$ cat src/rtl/errcell_pkg.sv
package errcell_pkg;
  localparam int CFG_W    = 16;
  localparam int MAN_BIT  = 15;
  localparam int EXP_HI   = 14;
  localparam int EXP_LO   = 12;
  localparam int MANT_HI  = 11;
  localparam int MANT_LO  = 8;
  localparam int CNT_HI   = 7;
  localparam int CNT_LO   = 0;
  localparam int MANT_W   = MANT_HI - MANT_LO + 1;
  localparam int EXP_W    = EXP_HI - EXP_LO + 1;
  localparam int CNT_W    = CNT_HI - CNT_LO + 1;

  typedef struct packed {
    logic              man_en;
    logic [EXP_W-1:0]  expo;
    logic [MANT_W-1:0] mant;
    logic [CNT_W-1:0]  burst;
  } ecfg_t;
endpackage

$ cat src/rtl/errcell_sync_edge.sv
module errcell_sync_edge #(
  parameter int STAGES = 2
) (
  input  logic clk,
  input  logic rst_n,
  input  logic async_in,
  output logic rise
);
  logic [STAGES-1:0] sync_q;
  logic              last_q;

  always_ff @(posedge clk) begin
    if (!rst_n) begin
      sync_q <= '0;
      last_q <= 1'b0;
    end else begin
      sync_q <= {sync_q[STAGES-2:0], async_in};
      last_q <= sync_q[STAGES-1];
    end
  end

  assign rise = sync_q[STAGES-1] & ~last_q;
endmodule

$ cat src/rtl/errcell_rate_div.sv
module errcell_rate_div
  import errcell_pkg::*;
#(
  parameter int NDEC = 6
) (
  input  logic              clk,
  input  logic              rst_n,
  input  logic              clr,
  input  logic              adv,
  input  logic [MANT_W-1:0] mant,
  input  logic [EXP_W-1:0]  expo,
  output logic              hit
);
  localparam int DW = 4;

  logic [MANT_W-1:0] mcnt_q;
  logic              m_term;
  logic [NDEC:0]     carry;
  int                exp_eff;

  always_comb begin
    exp_eff = (int'(expo) > NDEC) ? NDEC : int'(expo);
  end

  assign m_term   = (mcnt_q == MANT_W'(mant - MANT_W'(1)));
  assign carry[0] = m_term;

  always_ff @(posedge clk) begin
    if (!rst_n || clr)
      mcnt_q <= '0;
    else if (adv)
      mcnt_q <= m_term ? '0 : MANT_W'(mcnt_q + MANT_W'(1));
  end

  for (genvar i = 0; i < NDEC; i++) begin : g_dec
    logic [DW-1:0] dcnt_q;
    logic          active;
    logic          wrap;

    assign active       = (exp_eff > i);
    assign wrap         = (dcnt_q == DW'(9));
    assign carry[i+1]   = carry[i] & (~active | wrap);

    always_ff @(posedge clk) begin
      if (!rst_n || clr)
        dcnt_q <= '0;
      else if (adv && active && carry[i])
        dcnt_q <= wrap ? '0 : DW'(dcnt_q + DW'(1));
    end
  end

  assign hit = carry[NDEC];
endmodule

$ cat src/rtl/errcell_burst.sv
module errcell_burst
  import errcell_pkg::*;
(
  input  logic             clk,
  input  logic             rst_n,
  input  logic             load,
  input  logic             arm,
  input  logic [CNT_W-1:0] limit_new,
  input  logic [CNT_W-1:0] limit,
  input  logic             ev,
  output logic             busy,
  output logic             done
);
  localparam logic [CNT_W-1:0] ENDLESS = '1;

  logic [CNT_W-1:0] ecnt_q;
  logic [CNT_W-1:0] ecnt_nx;
  logic             last_one;

  assign ecnt_nx  = CNT_W'(ecnt_q + CNT_W'(1));
  assign last_one = (limit != ENDLESS) && (ecnt_nx == limit);

  always_ff @(posedge clk) begin
    if (!rst_n) begin
      ecnt_q <= '0;
      busy   <= 1'b0;
      done   <= 1'b0;
    end else if (load) begin
      ecnt_q <= '0;
      busy   <= arm && (limit_new != '0);
      done   <= (limit_new == '0);
    end else if (ev && busy) begin
      ecnt_q <= ecnt_nx;
      if (last_one) begin
        busy <= 1'b0;
        done <= 1'b1;
      end
    end
  end
endmodule

$ cat src/rtl/errcell_ctl.sv
module errcell_ctl
  import errcell_pkg::*;
#(
  parameter int NDEC      = 6,
  parameter int SYNC_STGS = 2
) (
  input  logic             clk,
  input  logic             rst_n,
  input  logic             cfg_we,
  input  logic [CFG_W-1:0] cfg_wdata,
  input  logic             cell_start,
  input  logic             man_err,
  output logic             cell_err,
  output logic             busy,
  output logic             done
);
  ecfg_t cfg_q;
  ecfg_t cfg_new;
  logic  man_rise;
  logic  pend_q;
  logic  rate_hit;
  logic  cell_ok;
  logic  auto_ev;
  logic  man_fire;

  assign cfg_new = ecfg_t'(cfg_wdata);

  always_ff @(posedge clk) begin
    if (!rst_n)      cfg_q <= '0;
    else if (cfg_we) cfg_q <= cfg_new;
  end

  errcell_sync_edge #(.STAGES(SYNC_STGS)) u_sync (
    .clk      (clk),
    .rst_n    (rst_n),
    .async_in (man_err),
    .rise     (man_rise)
  );

  assign cell_ok = cell_start & ~cfg_we;

  errcell_rate_div #(.NDEC(NDEC)) u_rate (
    .clk   (clk),
    .rst_n (rst_n),
    .clr   (cfg_we),
    .adv   (cell_ok & busy),
    .mant  (cfg_q.mant),
    .expo  (cfg_q.expo),
    .hit   (rate_hit)
  );

  assign auto_ev = cell_ok & busy & rate_hit;

  errcell_burst u_burst (
    .clk       (clk),
    .rst_n     (rst_n),
    .load      (cfg_we),
    .arm       (cfg_new.mant != '0),
    .limit_new (cfg_new.burst),
    .limit     (cfg_q.burst),
    .ev        (auto_ev),
    .busy      (busy),
    .done      (done)
  );

  assign man_fire = cfg_q.man_en & (pend_q | man_rise);

  always_ff @(posedge clk) begin
    if (!rst_n)
      pend_q <= 1'b0;
    else if (!cfg_q.man_en || (cfg_we && !cfg_new.man_en))
      pend_q <= 1'b0;
    else if (cell_start)
      pend_q <= 1'b0;
    else if (man_rise)
      pend_q <= 1'b1;
  end

  always_ff @(posedge clk) begin
    if (!rst_n) cell_err <= 1'b0;
    else        cell_err <= cell_start & (auto_ev | man_fire);
  end
endmodule

$ cat config.mk
export PLATFORM = sky130hd
export DESIGN_NAME = errcell_ctl
export DESIGN_NICKNAME = d
export VERILOG_FILES = /design/src/rtl/errcell_pkg.sv /design/src/rtl/errcell_sync_edge.sv /design/src/rtl/errcell_rate_div.sv /design/src/rtl/errcell_burst.sv /design/src/rtl/errcell_ctl.sv
export SDC_FILE = /design/constraint.sdc
export NUM_CORES = 1
export LEC_CHECK = 0
export ABC_CLOCK_PERIOD_IN_PS = 5100
export BUFFER_PORTS_ARGS = -buffer_cell sky130_fd_sc_hd__buf_2
export CORE_MARGIN = 1
export CORE_UTILIZATION = 35
export DETAILED_ROUTE_END_ITERATION = 6
export SYNTH_ARGS = -nofsm -noshare
export SYNTH_HDL_FRONTEND = slang
export SYNTH_SLANG_ARGS = --single-unit
$ cat constraint.sdc
create_clock -name clk -period 5.1 [get_ports clk]
set_input_delay 0.765 -clock clk [delete_from_list [all_inputs] [get_ports clk]]
set_output_delay 0.765 -clock clk [all_outputs]
set_load 0.05 [all_outputs]
==> results.toml, run 1 <==
[synthesis]
synth-edff-count = 0
syn_area_um2 = 3160
syn_nets = 374
ys_seq_area_share_pct = 37.3
yosysUniqueCellTypes = 59
synth.avg_cell_area_um2 = 9.04
synthArstFlopShare_pct = 0
yosysWarnings = 0
ys_ff_latch = 59
syn_inst = 350
ys.flop_type = "dfxtp_1"

[power]
p_leak_nw = 1.21
cellPowerDensity_nw_per_um2 = 263
pwr-share-seq_pct = 52.0
max-vdd-ir-drop_uv = 142
clockPowerShare_pct = 39.4
swShare_pct = 25.8
comb_power_share_pct = 8.6
p_total_mw = 0.925
p_switching_mw = 0.239
internal-power_mw = 0.686

[cells_and_area]
area_growth_pct = 11.4
post-route-util_pct = 40.4
multi_input_area_um2 = 1860
nNetsFinal = 393
drive_gt1_share_pct = 14.2
fillCellCount = 868
antennaDiodeCount = 0
ff_latch_area_um2 = 1180

[critical_path]
rr_worst_depth = 7
crit_path_start_kind = "primary input"
timing.rr.start = "cfg_q[8]$_SDFFE_PN0P_"
cp_slowest_cell = "and3b_1"
endpoint_kind = "flip-flop"
timing.rr.end = "u_burst.busy$_SDFFE_PN0P_"
worstPathRequired_ps = 5320
crit_end = "u_burst.busy$_SDFFE_PN0P_"
path_max_fanout = 23
worstPathCellList = "buf_2, and3b_1, nand4_4, a211o_1, or2_1, o311a_1"
reg2reg_slack_ps = 2630
max_stage_delay_ps = 470
setup.worst_path.start = "cfg_we"
cp.arrival_ps = 2860
crit_type = "primary input to flip-flop"

[drt]
vias_per_cell = 5.37
drt_wl_total_mm = 6.26
drtIter0Drc = 76
drc = 0
wl_per_cell_um = 13.0
ant_nets = 0
dr.pass1.iters = 4
dr_total_vias = 2584

[global_routing]
grt_max_degree = 27
grt_pass1_wl_mm = 11.0
grt-ovfl-total = 0
track_usage_pct = 14.3
grt_pass1_vias = 2438
antenna_found_initial = 0

[outcome]
status = "finished clean"

[sta]
finalClockSkew_ps = 4.90
setup_tns_ps = 0
final_hold_viol_count = 0
slew_headroom_pct = 44.6
drv_slew = 0
rsz0062_at_grt = "false"
fin_crit_ps = 2650
setup_viol = 0
worstMarginPinSlew_ps = 827
max_freq_ghz = 0.378
timing.final.crit_share_pct = 51.9

[clock_network]
clk_latency_ps = 330
ctsResizeCount = 0
cts_buffer_depth = 2
post_cts_buffers = 0
cts_made_buffers = 9
cts_tree = "yes"
cts_hold_buf = 0
cts_sinks = 59
cts-root-buf = "clkbuf_8"
htreeDepth = 3
clk_pin_slew_worst_paths_ps = 70

[floorplanning]
core_area_um2 = 8720
fp.dieH_um = 97.1
die_w_um = 97.1
rows = 34
pin_count = 24
dieArea_um2 = 9420
start_util_pct = 36.3

[place]
io_buffers = 23
detailedPlacementHpwl_mm = 4.43
routabilityCongestion = 0.828

[worst_hold_path]
hp-class = "flip-flop to flip-flop"

[flow_run]
cap_violations = 0
[state kept, by name (all words and copies together), names as in the netlist]
| register | flops |
|---|---|
| u_rate.g_dec.dcnt_q | 24 |
| cfg_q | 16 |
| u_burst.ecnt_q | 8 |
| u_rate.mcnt_q | 4 |
| u_sync.sync_q | 2 |
| cell_err | 1 |
| pend_q | 1 |
| u_burst.busy | 1 |
| u_burst.done | 1 |
| u_sync.last_q | 1 |
[how the worst min path moves through the flow]
stage                           startpoint                     endpoint  depth (start not counted)
6_report       u_sync.sync_q[0]$_SDFF_PN0_  u_sync.sync_q[1]$_SDFF_PN0_                          1
5_1_grt        u_sync.sync_q[0]$_SDFF_PN0_  u_sync.sync_q[1]$_SDFF_PN0_                          1
4_1_cts        u_sync.sync_q[0]$_SDFF_PN0_  u_sync.sync_q[1]$_SDFF_PN0_                          1
3_5_place_dp   u_sync.sync_q[0]$_SDFF_PN0_  u_sync.sync_q[1]$_SDFF_PN0_                          1
3_3_place_gp   u_sync.sync_q[0]$_SDFF_PN0_  u_sync.sync_q[1]$_SDFF_PN0_                          1
2_1_floorplan  u_sync.sync_q[0]$_SDFF_PN0_  u_sync.sync_q[1]$_SDFF_PN0_                          1
[cell usage in the layout, fill, tap and decap left out, types with 12 or more instances in the layout]
cell | synthesis | layout
nand3_1 | 13 | 13
nor2_1 | 23 | 23
a21oi_1 | 16 | 16
o21ai_0 | 20 | 20
nand2_1 | 17 | 17
inv_1 | 12 | 12
mux2i_1 | 23 | 23
xnor2_1 | 13 | 13
dfxtp_1 | 59 | 59
buf_2 | 2 | 23
nor2b_1 | 24 | 24
[critical path: cells and delay by family]
kind | cells | cell delay [ps]
buffers and inverters | 1 | 270
AOI/OAI and AO/OA | 2 | 820
and+or+nand+nor | 3 | 990
[logic make-up (layout without fill, tap and decap cells)]
| kind of cell | Yosys count | count (layout) | synth area share (%) |
|---|---|---|---|
| simple gates | 144 | 144 | 28.3 |
| buf+inv | 29 | 52 | 3.76 |
| mux | 23 | 23 | 7.28 |
| compound gates | 65 | 65 | 13.7 |
| fa+ha+maj | 3 | 3 | 1.19 |
| flops | 59 | 59 | 37.3 |
| xor+xnor | 27 | 27 | 8.39 |
[power by group through the flow]
stage | logic, mW | clock network, mW | registers (mW)
after floorplan | 0.0589 | 0 | 0.490
after global placement | 0.0790 | 0 | 0.491
after detailed placement | 0.0803 | 0 | 0.492
after CTS | 0.0806 | 0.380 | 0.481
after global routing | 0.0888 | 0.400 | 0.482
final | 0.0792 | 0.365 | 0.481
[layout make-up]
| cell class | instances | share of cell area, % |
|---|---|---|
| Tap cell | 108 | 3.84 |
| Multi-Input combinational cell | 262 | 52.9 |
| Clock inverter | 5 | 0.853 |
| Inverter | 12 | 1.28 |
| Sequential cell | 59 | 33.5 |
| Clock buffer | 10 | 3.91 |
| Timing Repair Buffer | 25 | 3.69 |
[cells in the mapped netlist (3+ instances only)]
library cell,n,area share [%]
and4bb_2,4,1.6
nor2b_1,24,4.7
nand2_1,17,2.0
o21ai_0,20,3.2
nand4_1,7,1.4
nand3_1,13,2.1
nor2_1,23,2.7
or4_1,11,2.6
a21oi_1,16,2.5
xnor2_1,13,3.6
o31ai_1,7,1.7
ha_1,3,1.2
nor3_1,4,0.63
or3_1,4,0.79
nor4_1,5,0.99
nand4b_1,4,1.1
a311o_1,3,0.95
inv_1,12,1.4
and2_1,5,0.99
nand2b_1,4,0.79
clkbuf_1,11,1.3
mux2i_1,23,7.3
xor2_1,11,3.0
dfxtp_1,59,37
[per-stage QoR]
| stage | hold slack [ps] | cells | area [um2] | setup slack, ps |
|---|---|---|---|---|
| 2_1_floorplan | 412 | 350 | 3160 | 2730 |
| 3_3_place_gp | 416 | 466 | 3350 | 2170 |
| 3_5_place_dp | 438 | 466 | 3350 | 2100 |
| 4_1_cts | 454 | 481 | 3520 | 2460 |
| 5_1_grt | 466 | 481 | 3520 | 2310 |
| 6_report | 446 | 481 | 3520 | 2450 |
[routing by layer]
layer	GRT usage (%)	routed length, um
met4	5.86	63
met2	23.7	2950
met3	3.88	150
met1	17.4	3100
met5	0	0
No activity file was read; power rests on OpenSTA's default activity.
==> run 2, diff against run 1 <==
ABC_CLOCK_PERIOD_IN_PS = 2100   (was 5100)
clock period = 2.1 ns   (was 5.1 ns; I/O delays follow)
==> run 2 against run 1 <==
Net effect:
- hold slack lost 280 ps
- flip-flop and latch count is the same
- first-iteration DRC count grew 53%
- non-clock buffer count grew 35
- via count grew 6.7%
- highest routed layer unchanged
- cell count grew 7.9%
- combinational power grew to 3.4 times the previous value
- largest power group unchanged
- sequential share of layout area shrank 4.0 points
- clock-buffer cell count is the same
- final area grew 14%
==> results.toml, run 2 (synthesized netlist as in run 1, its figures left out) <==
[clock_network]
cts_hold_buf = 0
cts_sinks = 59
cts-root-buf = "clkbuf_8"
cts_made_buffers = 9
clk_latency_ps = 340
clk_pin_slew_worst_paths_ps = 70
htreeDepth = 3
cts_buffer_depth = 2
cts_tree = "yes"

[sta]
drv_slew = 0
setup_viol = 0
final_hold_viol_count = 0
finalClockSkew_ps = 8.99
timing.final.crit_share_pct = 96.6
fin_crit_ps = 2030
rsz0062_at_grt = "true"
slew_headroom_pct = 65.7
worstMarginPinSlew_ps = 510
max_freq_ghz = 0.493

[critical_path]
cp.arrival_ps = 2300
reg2reg_slack_ps = 70
endpoint_kind = "flip-flop"
crit_end = "u_burst.ecnt_q[6]$_SDFFE_PP0P_"
timing.rr.start = "cfg_q[9]$_SDFFE_PN0P_"
timing.rr.end = "u_burst.ecnt_q[6]$_SDFFE_PP0P_"
setup.worst_path.start = "cfg_q[9]$_SDFFE_PN0P_"
path_max_fanout = 5
crit_path_start_kind = "flip-flop"
worstPathRequired_ps = 2380
crit_type = "flip-flop to flip-flop"
rr_worst_depth = 7

[cells_and_area]
layout_commonest_cell = "dfxtp_1"
drive_gt1_share_pct = 26.3
area_growth_pct = 26.6
nNetsFinal = 430
largest_reg_flops = 24
final_cell_mix = "dfxtp_1 (57), buf_4 (36), nor2b_1 (24), mux2i_1 (23), buf_2 (23)"
antennaDiodeCount = 0
postLayoutCellArea_um2 = 4000
reg_top3 = "u_rate.g_dec.dcnt_q x24, cfg_q x16, u_burst.ecnt_q x8"
post-route-util_pct = 45.9
top_register = "u_rate.g_dec.dcnt_q"
layout.cells.non_filler = 519

[floorplanning]
dieArea_um2 = 9420
fp.dieH_um = 97.1
pin_count = 24
core_area_um2 = 8720
rows = 34
start_util_pct = 36.3
die_w_um = 97.1

[worst_hold_path]
min_from = "cell_start"
hp-class = "primary input to flip-flop"

[place]
io_buffers = 23
place_area_um2 = 3600
dp.cells = 497
detailedPlacementHpwl_mm = 4.96
routabilityCongestion = 0.845

[drt]
drtIter0Drc = 116
wl_per_cell_um = 14.1
dr.pass1.iters = 4
dr_total_vias = 2758
vias_per_cell = 5.31
ant_nets = 0
drc = 0
drt_wl_total_mm = 7.30

[global_routing]
grt_pass1_vias = 2682
grt-ovfl-total = 0
grt_max_degree = 24
grt_pass1_wl_mm = 12.5
antenna_found_initial = 0
track_usage_pct = 16.3

[power]
max-vdd-ir-drop_uv = 352
cellPowerDensity_nw_per_um2 = 622
p_leak_nw = 1.44

[flow_run]
cap_violations = 0

[outcome]
status = "finished clean"
run 2: cell types whose count changed in the layout (fill, tap and decap cells not counted), moves of 2 or more:
cell	previous run	this run
dfxtp_2	0	2
clkinvlp_4	2	4
a21oi_2	0	2
nor4_1	5	3
buf_4	2	36
nor4bb_1	2	0
nor4_4	0	3
clkinv_2	3	1
a21oi_1	16	14
dfxtp_1	59	57
run 2: per-layer routing:
layer / vias up / share of wire [%] / global-route usage (%)
li1: 1396 / - / -
met3: 6 / 2.5 / 3.67
met2: 30 / 50 / 27.2
met1: 1326 / 47 / 20.0
met5: - / 0 / 0
met4: 0 / 1.2 / 6.89
run 2: layout make-up:
cell class | count | area [um2]
Inverter | 12 | 45.0
Clock buffer | 10 | 138
Tap cell | 108 | 135
Timing Repair Buffer | 60 | 397
Fill cell | 855 | 4720
Sequential cell | 59 | 1180
Clock inverter | 6 | 65.1
Multi-Input combinational cell | 264 | 2040
run 2: metrics by stage:
step	hold WS [ps]	worst slack, ps	TNS, ps	total power, mW
finish	169	72.3	0	2.49
CTS	151	6.82	0	2.50
detailed placement	430	-35.6	-68.6	1.43
global route	153	-7.41	-13.6	2.61
global placement	420	12.6	0	1.42
floorplan	392	7.61	0	1.33
run 2: worst min path at each step:
stage	endpoint	slack [ps]	depth (start not counted)
after global routing	u_sync.sync_q[0]$_SDFF_PN0_	150	2
after detailed placement	u_sync.sync_q[1]$_SDFF_PN0_	430	1
final	pend_q$_SDFFE_PP0P_	170	2
after CTS	pend_q$_SDFFE_PP0P_	150	2
after global placement	u_sync.sync_q[1]$_SDFF_PN0_	420	1
after floorplan	pend_q$_SDFFE_PP0P_	390	1
run 2: critical path, cell delays in order, from the launching register on:
cell and delay [ps]:
dfxtp_1 330, inv_1 70, ha_4 290, xor2_4 180, nand4_4 130, a211o_4 320, or4_1 500, a21oi_2 160
run 2: power by group:
part | leakage, nW | total [mW] | internal (mW) | switching (mW)
Clock | 0.0905 | 1.06 | 0.577 | 0.481
Sequential | 0.480 | 1.16 | 1.14 | 0.0192
Combinational | 0.869 | 0.271 | 0.119 | 0.152
run 2: timing repair:
item                                   4_1_cts  5_1_grt
buffers inserted                             1        3
endpoints found under the hold margin        0        0
resized for setup                            9       14
pin swaps                                    2       10
setup endpoints to repair                    5       14
cloned                                       0        2
==> run 3, diff against run 2 <==
--- a/config.mk
+++ b/config.mk
@@ -8,7 +8,10 @@
 export ABC_CLOCK_PERIOD_IN_PS = 2100
 export BUFFER_PORTS_ARGS = -buffer_cell sky130_fd_sc_hd__buf_2
+export CELL_PAD_IN_SITES_DETAIL_PLACEMENT = 1
+export CELL_PAD_IN_SITES_GLOBAL_PLACEMENT = 1
 export CORE_MARGIN = 1
 export CORE_UTILIZATION = 35
 export DETAILED_ROUTE_END_ITERATION = 6
+export PLACE_DENSITY_LB_ADDON = 0.1
 export SYNTH_ARGS = -nofsm -noshare
 export SYNTH_HDL_FRONTEND = slang
==> constraint.sdc (replaced) <==
create_clock -name clk -period 2.1 [get_ports clk]
set_input_delay 0.315 -clock clk [delete_from_list [all_inputs] [get_ports clk]]
set_output_delay 0.315 -clock clk [all_outputs]
set_load 0.005 [all_outputs]
==> run 3 against run 2 <==
Net effect:
- first-iteration DRC count shrank 57%
- cell count is 1.5% higher
- largest power group is now the clock network
- non-clock buffer count rose by 9
- worst setup slack lost 7.5 ps
==> results.toml, run 3 (synthesized netlist as in run 1, its figures left out) <==
[drt]
wl_per_cell_um = 15.8
drc = 0
vias_per_cell = 5.39
dr.pass1.iters = 4
drtIter0Drc = 50
drt_wl_total_mm = 8.35
dr_total_vias = 2839
ant_nets = 0

[power]
max-vdd-ir-drop_uv = 303
p_total_mw = 2.63
cellPowerDensity_nw_per_um2 = 643
p_leak_nw = 1.50

[sta]
max_freq_ghz = 0.491
setup_viol = 0
setup_ws_ps = 64.8
worstMarginPinSlew_ps = 593
final_hold_viol_count = 0
timing.final.crit_share_pct = 96.9
finalClockSkew_ps = 8.62
slew_headroom_pct = 60.0
fin_crit_ps = 2040
drv_slew = 0
rsz0062_at_grt = "false"

[clock_network]
cts_tree = "yes"
cts_buffer_depth = 2
cts-root-buf = "clkbuf_8"
htreeDepth = 3
clk_pin_slew_worst_paths_ps = 70
cts_sinks = 59
clk_latency_ps = 340
cts_made_buffers = 9

[place]
routabilityCongestion = 0.724
detailedPlacementHpwl_mm = 5.80
io_buffers = 23
dp.cells = 506
pre_cts_ws_ps = -58.0
place_area_um2 = 3660

[critical_path]
max_stage_delay_ps = 420
cp_slowest_cell = "a211o_4"
crit_path_start_kind = "flip-flop"
cp.arrival_ps = 2260
crit_type = "flip-flop to flip-flop"
path_max_fanout = 8
worst_path_dominant_cell_family = "compound AO/OA/AOI/OAI gates"
setup.worst_path.start = "u_rate.g_dec[3].dcnt_q[0]$_SDFFE_PP0P_"
timing.rr.start = "u_rate.g_dec[3].dcnt_q[0]$_SDFFE_PP0P_"
worstPathRequired_ps = 2320
endpoint_kind = "flip-flop"
worstPathCellList = "nor4bb_2, o221ai_1, a211o_4, or2_4, o311a_1"
path_buf_inv = 0

[global_routing]
grt-ovfl-total = 0
grt_max_degree = 25
track_usage_pct = 18.1
antenna_found_initial = 0
grt_pass1_vias = 2828
grt_pass1_wl_mm = 13.8

[cells_and_area]
layout_commonest_cell = "dfxtp_1"
fillCellCount = 1016
largest_reg_flops = 24
top_register = "u_rate.g_dec.dcnt_q"
nNetsFinal = 438
reg_top3 = "u_rate.g_dec.dcnt_q x24, cfg_q x16, u_burst.ecnt_q x8"
layout.cells.non_filler = 527
postLayoutCellArea_um2 = 4080
final_cell_mix = "dfxtp_1 (58), buf_4 (45), nor2b_1 (24)"
drive_gt1_share_pct = 27.0
antennaDiodeCount = 0
area_growth_pct = 29.1

[floorplanning]
rows = 34
fp.dieH_um = 97.1
core_area_um2 = 8720
pin_count = 24
dieArea_um2 = 9420
die_w_um = 97.1
start_util_pct = 36.3

[worst_hold_path]
hp-class = "primary input to flip-flop"
min_from = "cell_start"

[outcome]
status = "finished clean"

[flow_run]
cap_violations = 0
-- run 3: what timing repair did --
item,in CTS,in global routing
pin swaps,3,8
gates cloned,0,1
buffers inserted,2,2
endpoints found under the setup margin,7,23
resized for setup,10,13
hold buffers,0,0
-- run 3: metrics by stage --
step	TNS (ps)	hold slack, ps	utilization, %
floorplan	0	392	-
global placement	-19.0	419	42.0
detailed placement	-201	421	42.0
CTS	0	149	45.5
global route	0	154	46.8
finish	0	162	46.8
-- run 3: cell type report --
cell class	instances	area, um2	area share (%)
Timing Repair Buffer	69	464	11.4
Clock inverter	4	72.6	1.78
Clock buffer	12	155	3.80
Sequential cell	59	1180	29.0
Inverter	12	45.0	1.10
Multi-Input combinational cell	263	2030	49.7
Tap cell	108	135	3.31
-- run 3: path summary, 6_finish.rpt --
kind	endpoint	slack, ps	cells after the start
max	u_burst.busy$_SDFFE_PN0P_	60	5
min reg2reg	u_sync.sync_q[1]$_SDFF_PN0_	450	1
max reg2reg	u_burst.busy$_SDFFE_PN0P_	60	5
min	pend_q$_SDFFE_PP0P_	160	2
-- run 3: power by group --
group | internal [mW] | leakage, nW | switching [mW]
logic | 0.113 | 0.912 | 0.144
clock network | 0.732 | 0.113 | 0.474
registers | 1.14 | 0.480 | 0.0215
total | 1.99 | 1.50 | 0.640
-- run 3: metal layers --
metal  track usage (%)  part of all wire (%)  vias up  routed length, um
met4              5.17                  0.68        0                 57
met5                 0                     0        -                  0
met2              31.9                    51       34               4220
met1              21.9                    46     1391               3870
li1                  -                     -     1410                  -
met3              4.10                   2.5        4                207
